[config.mk]
export PLATFORM = sky130hd
export DESIGN_NAME = ring_consumer_tracker
export DESIGN_NICKNAME = d
export VERILOG_FILES = /design/src/rtl/rct_pkg.sv /design/src/rtl/rct_wrap_step.sv /design/src/rtl/rct_occupancy.sv /design/src/rtl/rct_session.sv /design/src/rtl/ring_consumer_tracker.sv
export SDC_FILE = /design/constraint.sdc
export NUM_CORES = 1
export LEC_CHECK = 0
export BUFFER_PORTS_ARGS = -buffer_cell sky130_fd_sc_hd__buf_2
export CAP_MARGIN = 25
export CORE_AREA = 2 2 218 220
export DETAILED_ROUTE_END_ITERATION = 16
export DIE_AREA = 0 0 220 222
export SKIP_LAST_GASP = 1
export SYNTH_ARGS = -nofsm -noshare
export SYNTH_HDL_FRONTEND = slang
export SYNTH_SLANG_ARGS = --single-unit
export TNS_END_PERCENT = 1
[constraint.sdc]
create_clock -name clk -period 46.8 [get_ports clk]
set_input_delay 0 -clock clk [delete_from_list [all_inputs] [get_ports clk]]
set_output_delay 0 -clock clk [all_outputs]
set_load 0.02 [all_outputs]
[src/rtl/rct_pkg.sv]
package rct_pkg;

    localparam int PTR_W      = 16;
    localparam int ADDR_W     = 32;
    localparam int FLAG_W     = 32;
    localparam int FW_FLAG_IX = 31;

    typedef enum logic [2:0] {
        OP_OPEN  = 3'd0,
        OP_GET   = 3'd1,
        OP_PEEK  = 3'd2,
        OP_HTAKE = 3'd3,
        OP_COUNT = 3'd4,
        OP_CLOSE = 3'd5,
        OP_RSV6  = 3'd6,
        OP_RSV7  = 3'd7
    } rct_op_e;

    typedef enum logic {
        WB_REG = 1'b0,
        WB_MEM = 1'b1
    } rct_wb_e;

    function automatic rct_wb_e wb_path(input logic [FLAG_W-1:0] flags);
        return flags[FW_FLAG_IX] ? WB_MEM : WB_REG;
    endfunction

endpackage

[src/rtl/rct_wrap_step.sv]
module rct_wrap_step #(
    parameter int PW = rct_pkg::PTR_W
) (
    input  logic [PW-1:0] cur_i,
    input  logic [PW-1:0] step_i,
    input  logic [PW-1:0] size_i,
    output logic [PW-1:0] nxt_o
);
    localparam int SW = PW + 1;

    logic [SW-1:0] sum;

    always_comb begin
        sum = {1'b0, cur_i} + {1'b0, step_i};
        if (sum >= {1'b0, size_i}) begin
            sum = sum - {1'b0, size_i};
        end
        nxt_o = sum[PW-1:0];
    end
endmodule

[src/rtl/rct_occupancy.sv]
module rct_occupancy #(
    parameter int PW = rct_pkg::PTR_W
) (
    input  logic [PW-1:0] head_i,
    input  logic [PW-1:0] tail_i,
    input  logic [PW-1:0] size_i,
    input  logic [PW-1:0] step_i,
    output logic [PW-1:0] count_o
);
    logic [PW-1:0] span;

    always_comb begin
        if (head_i >= tail_i) begin
            span = head_i - tail_i;
        end else begin
            span = size_i - tail_i + head_i;
        end
        if (step_i == '0) begin
            count_o = '0;
        end else begin
            count_o = span / step_i;
        end
    end
endmodule

[src/rtl/rct_session.sv]
module rct_session
    import rct_pkg::*;
(
    input  logic    clk,
    input  logic    rst,
    input  logic    cfg_valid_i,
    input  logic    cmd_valid_i,
    input  rct_op_e op_i,
    output logic    open_o,
    output logic    accept_o,
    output logic    err_o
);
    logic open_q;
    logic err_q;

    assign accept_o = cmd_valid_i && !cfg_valid_i && (open_q || op_i == OP_OPEN);

    always_ff @(posedge clk) begin
        if (rst) begin
            open_q <= 1'b0;
            err_q  <= 1'b0;
        end else begin
            err_q <= cmd_valid_i && !cfg_valid_i && !open_q && (op_i != OP_OPEN);
            if (cfg_valid_i) begin
                open_q <= 1'b0;
            end else if (accept_o && op_i == OP_OPEN) begin
                open_q <= 1'b1;
            end else if (accept_o && op_i == OP_CLOSE) begin
                open_q <= 1'b0;
            end
        end
    end

    assign open_o = open_q;
    assign err_o  = err_q;


    err_only_closed_chk: assert property (@(posedge clk) disable iff (rst)
        err_q |-> (!$past(open_q) && $past(cmd_valid_i)));

endmodule

[src/rtl/ring_consumer_tracker.sv]
module ring_consumer_tracker
    import rct_pkg::*;
#(
    parameter int PW = PTR_W,
    parameter int AW = ADDR_W
) (
    input  logic              clk,
    input  logic              rst,
    input  logic              cfg_valid_i,
    input  logic [PW-1:0]     cfg_ring_size_i,
    input  logic [PW-1:0]     cfg_entry_size_i,
    input  logic [AW-1:0]     cfg_base_i,
    input  logic [FLAG_W-1:0] cfg_flags_i,
    input  logic              cmd_valid_i,
    input  logic [2:0]        cmd_op_i,
    input  logic              cmd_sync_i,
    input  logic [PW-1:0]     hw_head_i,
    output logic              rsp_valid_o,
    output logic              rsp_null_o,
    output logic [AW-1:0]     rsp_addr_o,
    output logic [PW-1:0]     rsp_count_o,
    output logic              err_o,
    output logic              reg_wr_en_o,
    output logic              mem_wr_en_o,
    output logic [PW-1:0]     wb_tail_o
);
    localparam int NSTEP = 2;

    rct_op_e       op;
    logic [PW-1:0] tail_q, chead_q, rsize_q, esize_q;
    logic [AW-1:0] base_q;
    rct_wb_e       path_q;
    logic          open_s, accept_s;

    logic [PW-1:0] step_cur [NSTEP];
    logic [PW-1:0] step_nxt [NSTEP];
    logic [PW-1:0] occ_head, occ_cnt;

    assign op = rct_op_e'(cmd_op_i);

    rct_session u_sess (
        .clk         (clk),
        .rst         (rst),
        .cfg_valid_i (cfg_valid_i),
        .cmd_valid_i (cmd_valid_i),
        .op_i        (op),
        .open_o      (open_s),
        .accept_o    (accept_s),
        .err_o       (err_o)
    );

    assign step_cur[0] = tail_q;
    assign step_cur[1] = chead_q;

    for (genvar gi = 0; gi < NSTEP; gi++) begin : g_step
        rct_wrap_step #(.PW(PW)) u_step (
            .cur_i  (step_cur[gi]),
            .step_i (esize_q),
            .size_i (rsize_q),
            .nxt_o  (step_nxt[gi])
        );
    end

    assign occ_head = cmd_sync_i ? hw_head_i : chead_q;

    rct_occupancy #(.PW(PW)) u_occ (
        .head_i  (occ_head),
        .tail_i  (tail_q),
        .size_i  (rsize_q),
        .step_i  (esize_q),
        .count_o (occ_cnt)
    );

    function automatic logic [AW-1:0] word_addr(input logic [AW-1:0] b, input logic [PW-1:0] off);
        return b + AW'(off);
    endfunction

    always_ff @(posedge clk) begin
        if (rst) begin
            tail_q      <= '0;
            chead_q     <= '0;
            rsize_q     <= '0;
            esize_q     <= '0;
            base_q      <= '0;
            path_q      <= WB_REG;
            rsp_valid_o <= 1'b0;
            rsp_null_o  <= 1'b0;
            rsp_addr_o  <= '0;
            rsp_count_o <= '0;
            reg_wr_en_o <= 1'b0;
            mem_wr_en_o <= 1'b0;
            wb_tail_o   <= '0;
        end else begin
            rsp_valid_o <= 1'b0;
            rsp_null_o  <= 1'b0;
            rsp_addr_o  <= '0;
            reg_wr_en_o <= 1'b0;
            mem_wr_en_o <= 1'b0;
            if (cfg_valid_i) begin
                rsize_q <= cfg_ring_size_i;
                esize_q <= cfg_entry_size_i;
                base_q  <= cfg_base_i;
                path_q  <= wb_path(cfg_flags_i);
                tail_q  <= '0;
                chead_q <= '0;
            end else if (accept_s) begin
                unique case (op)
                    OP_OPEN: begin
                        chead_q <= hw_head_i;
                    end
                    OP_GET: begin
                        rsp_valid_o <= 1'b1;
                        if (tail_q != chead_q) begin
                            rsp_addr_o <= word_addr(base_q, tail_q);
                            tail_q     <= step_nxt[0];
                        end else begin
                            rsp_null_o <= 1'b1;
                        end
                    end
                    OP_PEEK: begin
                        rsp_valid_o <= 1'b1;
                        if (tail_q != chead_q) begin
                            rsp_addr_o <= word_addr(base_q, tail_q);
                        end else begin
                            rsp_null_o <= 1'b1;
                        end
                    end
                    OP_HTAKE: begin
                        rsp_valid_o <= 1'b1;
                        if (step_nxt[1] != tail_q) begin
                            rsp_addr_o <= word_addr(base_q, chead_q);
                            chead_q    <= step_nxt[1];
                        end else begin
                            rsp_null_o <= 1'b1;
                        end
                    end
                    OP_COUNT: begin
                        rsp_valid_o <= 1'b1;
                        rsp_count_o <= occ_cnt;
                        if (cmd_sync_i) begin
                            chead_q <= hw_head_i;
                        end
                    end
                    OP_CLOSE: begin
                        wb_tail_o <= tail_q;
                        if (path_q == WB_MEM) begin
                            mem_wr_en_o <= 1'b1;
                        end else begin
                            reg_wr_en_o <= 1'b1;
                        end
                    end
                    default: begin
                    end
                endcase
            end
        end
    end


    one_path_chk: assert property (@(posedge clk) disable iff (rst)
        !(reg_wr_en_o && mem_wr_en_o));


    wb_after_close_chk: assert property (@(posedge clk) disable iff (rst)
        (reg_wr_en_o || mem_wr_en_o) |->
            ($past(cmd_valid_i) && $past(cmd_op_i) == 3'd5 && $past(open_s) && !$past(cfg_valid_i)));


    tail_in_ring_chk: assert property (@(posedge clk) disable iff (rst)
        (rsize_q != '0) |-> (tail_q < rsize_q));


    peek_hold_chk: assert property (@(posedge clk) disable iff (rst)
        ($past(accept_s) && $past(cmd_op_i) == 3'd2) |-> (tail_q == $past(tail_q)));

endmodule

==> impl_metrics.py <==
metrics = {
    "run_status": {
        "status": "finished, final reports clean",
    },
    "timing": {
        "relSlewSlack": 0.242,
        "period_minus_slack_ns": 36.92,
        "final_hold_viol_count": 0,
        "worst_pin_slew_ns": 1.13,
        "setup_viol": 0,
        "rsz0062_at_grt": "false",
        "finClkSkew_ns": 0.0141,
        "tns_ns": 0,
        "timing.fmax_ghz": 0.0271,
        "fin_crit_sh": 0.789,
        "slew_violations": 0,
    },
    "setup_path": {
        "crit_path_max_incr_delay_ns": 0.76,
        "cpMaxStageDelayCell": "nor4_2",
        "endpoint": "rsp_count_o[0]",
        "path_depth": 139,
        "timing.rr.start": "chead_q[6]",
        "critical_path.max_fanout": 23,
        "r2r_setup_slack_ns": 9.88,
        "critPathCaptureType": "register",
        "timing.rr.end": "rsp_count_o[0]",
        "worst_ep_arrival_time_ns": 37.30,
        "rr_worst_depth": 139,
        "path_class": "reg2reg",
        "start_kind": "register",
        "crit_family": "compound AO/OA/AOI/OAI gates",
        "critPathLaunch": "chead_q[6]",
        "critPathRequiredTime_ns": 47.18,
        "path_buf_inv": 3,
    },
    "clocking": {
        "cts_max_level": 4,
        "cts_tree": "built",
        "clk_pin_slew_ns": 0.07,
        "clockRootBuffer": "clkbuf_16",
        "cts_max_path_buffers": 2,
        "cts_setup_buffers": 0,
        "cts_resized": 0,
        "clock_sinks": 167,
        "cts_made_buffers": 17,
        "clock_latency_ns": 0.49,
        "holdBufCountCts": 118,
    },
    "drt": {
        "vias": 21400,
        "routed_wl_um": 74500,
        "routedWlPerCell_um": 21.0,
        "final_antenna_net_count": 0,
        "drt_iter0_drc": 1845,
        "vias_per_cell": 6.03,
        "drcViolationCount": 0,
        "drtPass1Iterations": 6,
    },
    "finish": {
        "syn_to_final_growth_pct": 15.8,
        "final_nets": 3336,
        "layout-drive-gt1-share": 0.113,
    },
    "synth": {
        "ys_seq_elements": 167,
        "synth_area_leaders": "dfxtp_1 16%, ha_1 16%, nor2_1 5.5%, a21oi_1 4.9%, mux2i_1 4.7%",
        "seq_area_frac_synth": 0.162,
        "synth_nets": 3096,
        "synth_top_cell_by_area": "dfxtp_1",
        "synthArstFlopShare": 0,
        "yosys_warnings": 0,
        "netlist_area_um2": 20700,
        "yosysUniqueCellTypes": 99,
        "synthCells": 2690,
        "avgSynthCellArea_um2": 7.68,
        "synth_edf_count": 0,
        "synth-main-ff-cell": "dfxtp_1",
        "yosysTopAreaCellShare": 0.162,
    },
    "die": {
        "core_area_um2": 46300,
        "ios": 189,
        "fp.dieH_um": 222,
        "die-area_um2": 48800,
        "die_w_um": 220,
        "initial_utilization": 0.447,
        "num_rows": 79,
    },
    "grt": {
        "gr-total-overflow": 0,
        "antenna_found_initial": 2,
        "grt_pass1_wl_um": 114000,
        "grt_start_max_net_pins": 70,
        "first_global_vias": 20400,
        "grt_usage": 0.302,
    },
    "placement": {
        "gp_congestion": 0.977,
        "hpwl_um": 58100,
        "io_buffers": 157,
    },
    "hold_path": {
        "hold_class": "in2reg",
    },
    "flow_run": {
        "max_cap_violations": 0,
    },
}
==> per-stage QoR <==
stage / hold slack, ns / utilization / cell area, um^2 / setup WS, ns / cells
after floorplan: 0.146 / - / 20700 / 15.62 / 2690
after global placement: 0.234 / 0.478 / 22100 / 10.92 / 3396
after detailed placement: 0.243 / 0.479 / 22100 / 10.38 / 3399
after CTS: 0.0466 / 0.517 / 23900 / 10.11 / 3547
after global routing: 0.0960 / 0.517 / 23900 / 6.99 / 3550
final: 0.0845 / 0.517 / 23900 / 9.88 / 3551
==> final cells by class <==
cell class / count / area, um^2
Clock buffer: 17 / 425
Fill cell: 4525 / 22300
Tap cell: 607 / 759
Sequential cell: 167 / 3340
Clock inverter: 13 / 143
Multi-Input combinational cell: 2262 / 16300
Antenna cell: 3 / 7.51
Inverter: 169 / 634
Timing Repair Buffer: 313 / 2280
==> layout by cell type (no fill, tap or decap), types with 91 or more instances in the layout <==
| cell | instances |
|---|---|
| xnor2_1 | 112 |
| buf_2 | 155 |
| ha_1 | 264 |
| dlygate4sd3_1 | 118 |
| mux2i_1 | 98 |
| a21oi_1 | 204 |
| o21ai_0 | 122 |
| nor2_1 | 301 |
| nor3_1 | 91 |
| dfxtp_1 | 167 |
| inv_1 | 169 |
| nand2_1 | 207 |
==> tightest hold or removal path, stage by stage <==
cell     delay (ns)
buf_2          0.16
inv_1          0.11
o21ai_0        0.11
nor3b_1        0.14
==> routing by layer <==
metal  GRT usage  wire length, um  vias up
li1            -                -    10400
met1       0.390            32300    10100
met2       0.489            33900      775
met3      0.0542             4820      174
met4       0.132             3460        0
met5           0                0        -
==> state kept, by name (all words and copies together) (netlist names) <==
signal,count
base_q,32
chead_q,16
esize_q,16
mem_wr_en_o,1
path_q,1
reg_wr_en_o,1
rsize_q,16
rsp_addr_o,32
rsp_count_o,16
rsp_null_o,1
rsp_valid_o,1
tail_q,16
u_sess.err_o,1
u_sess.open_o,1
wb_tail_o,16
==> synth_stat cells (all sizes together) (22+ instances only) <==
library cell and number:
ha 264, a22oi 27, nand3 49, xor2 40, fa 22, nand2 208
or3 28, o211ai 27, a21oi 205, nor2 302, mux2 37, dfxtp 167
a31oi 35, a211oi 41, o21ai 129, o21a 75, inv 169, a221oi 26
o31ai 32, nand4 29, nor3 94, a21o 77, and3 33, xnor2 112
mux2i 98, clkbuf 76, and2 22
==> cells by family after synthesis <==
| family | after synthesis | share of synthesized area |
|---|---|---|
| and+or+nand+nor | 868 | 0.198 |
| AOI/OAI and AO/OA | 813 | 0.270 |
| adders and majority gates | 286 | 0.181 |
| buffers and inverters | 261 | 0.0485 |
| DFF | 167 | 0.162 |
| xor gates and xnor gates | 160 | 0.0731 |
| muxes | 135 | 0.0676 |
==> worst min path at each step <==
stage	startpoint	end	slack [ns]	depth (start not counted)
after floorplan	cmd_valid_i	u_sess.err_o	0.15	1
after global placement	cfg_entry_size_i[3]	esize_q[3]	0.23	3
after detailed placement	cfg_base_i[14]	base_q[14]	0.24	3
after CTS	cmd_op_i[1]	rsp_null_o	0.05	4
after global routing	cmd_op_i[1]	rsp_null_o	0.1	4
final	cmd_op_i[1]	rsp_null_o	0.08	4
Power is left out: the tool's default activity adds up to more than one toggle a clock period on the data nets, which glitch-free logic cannot reach.
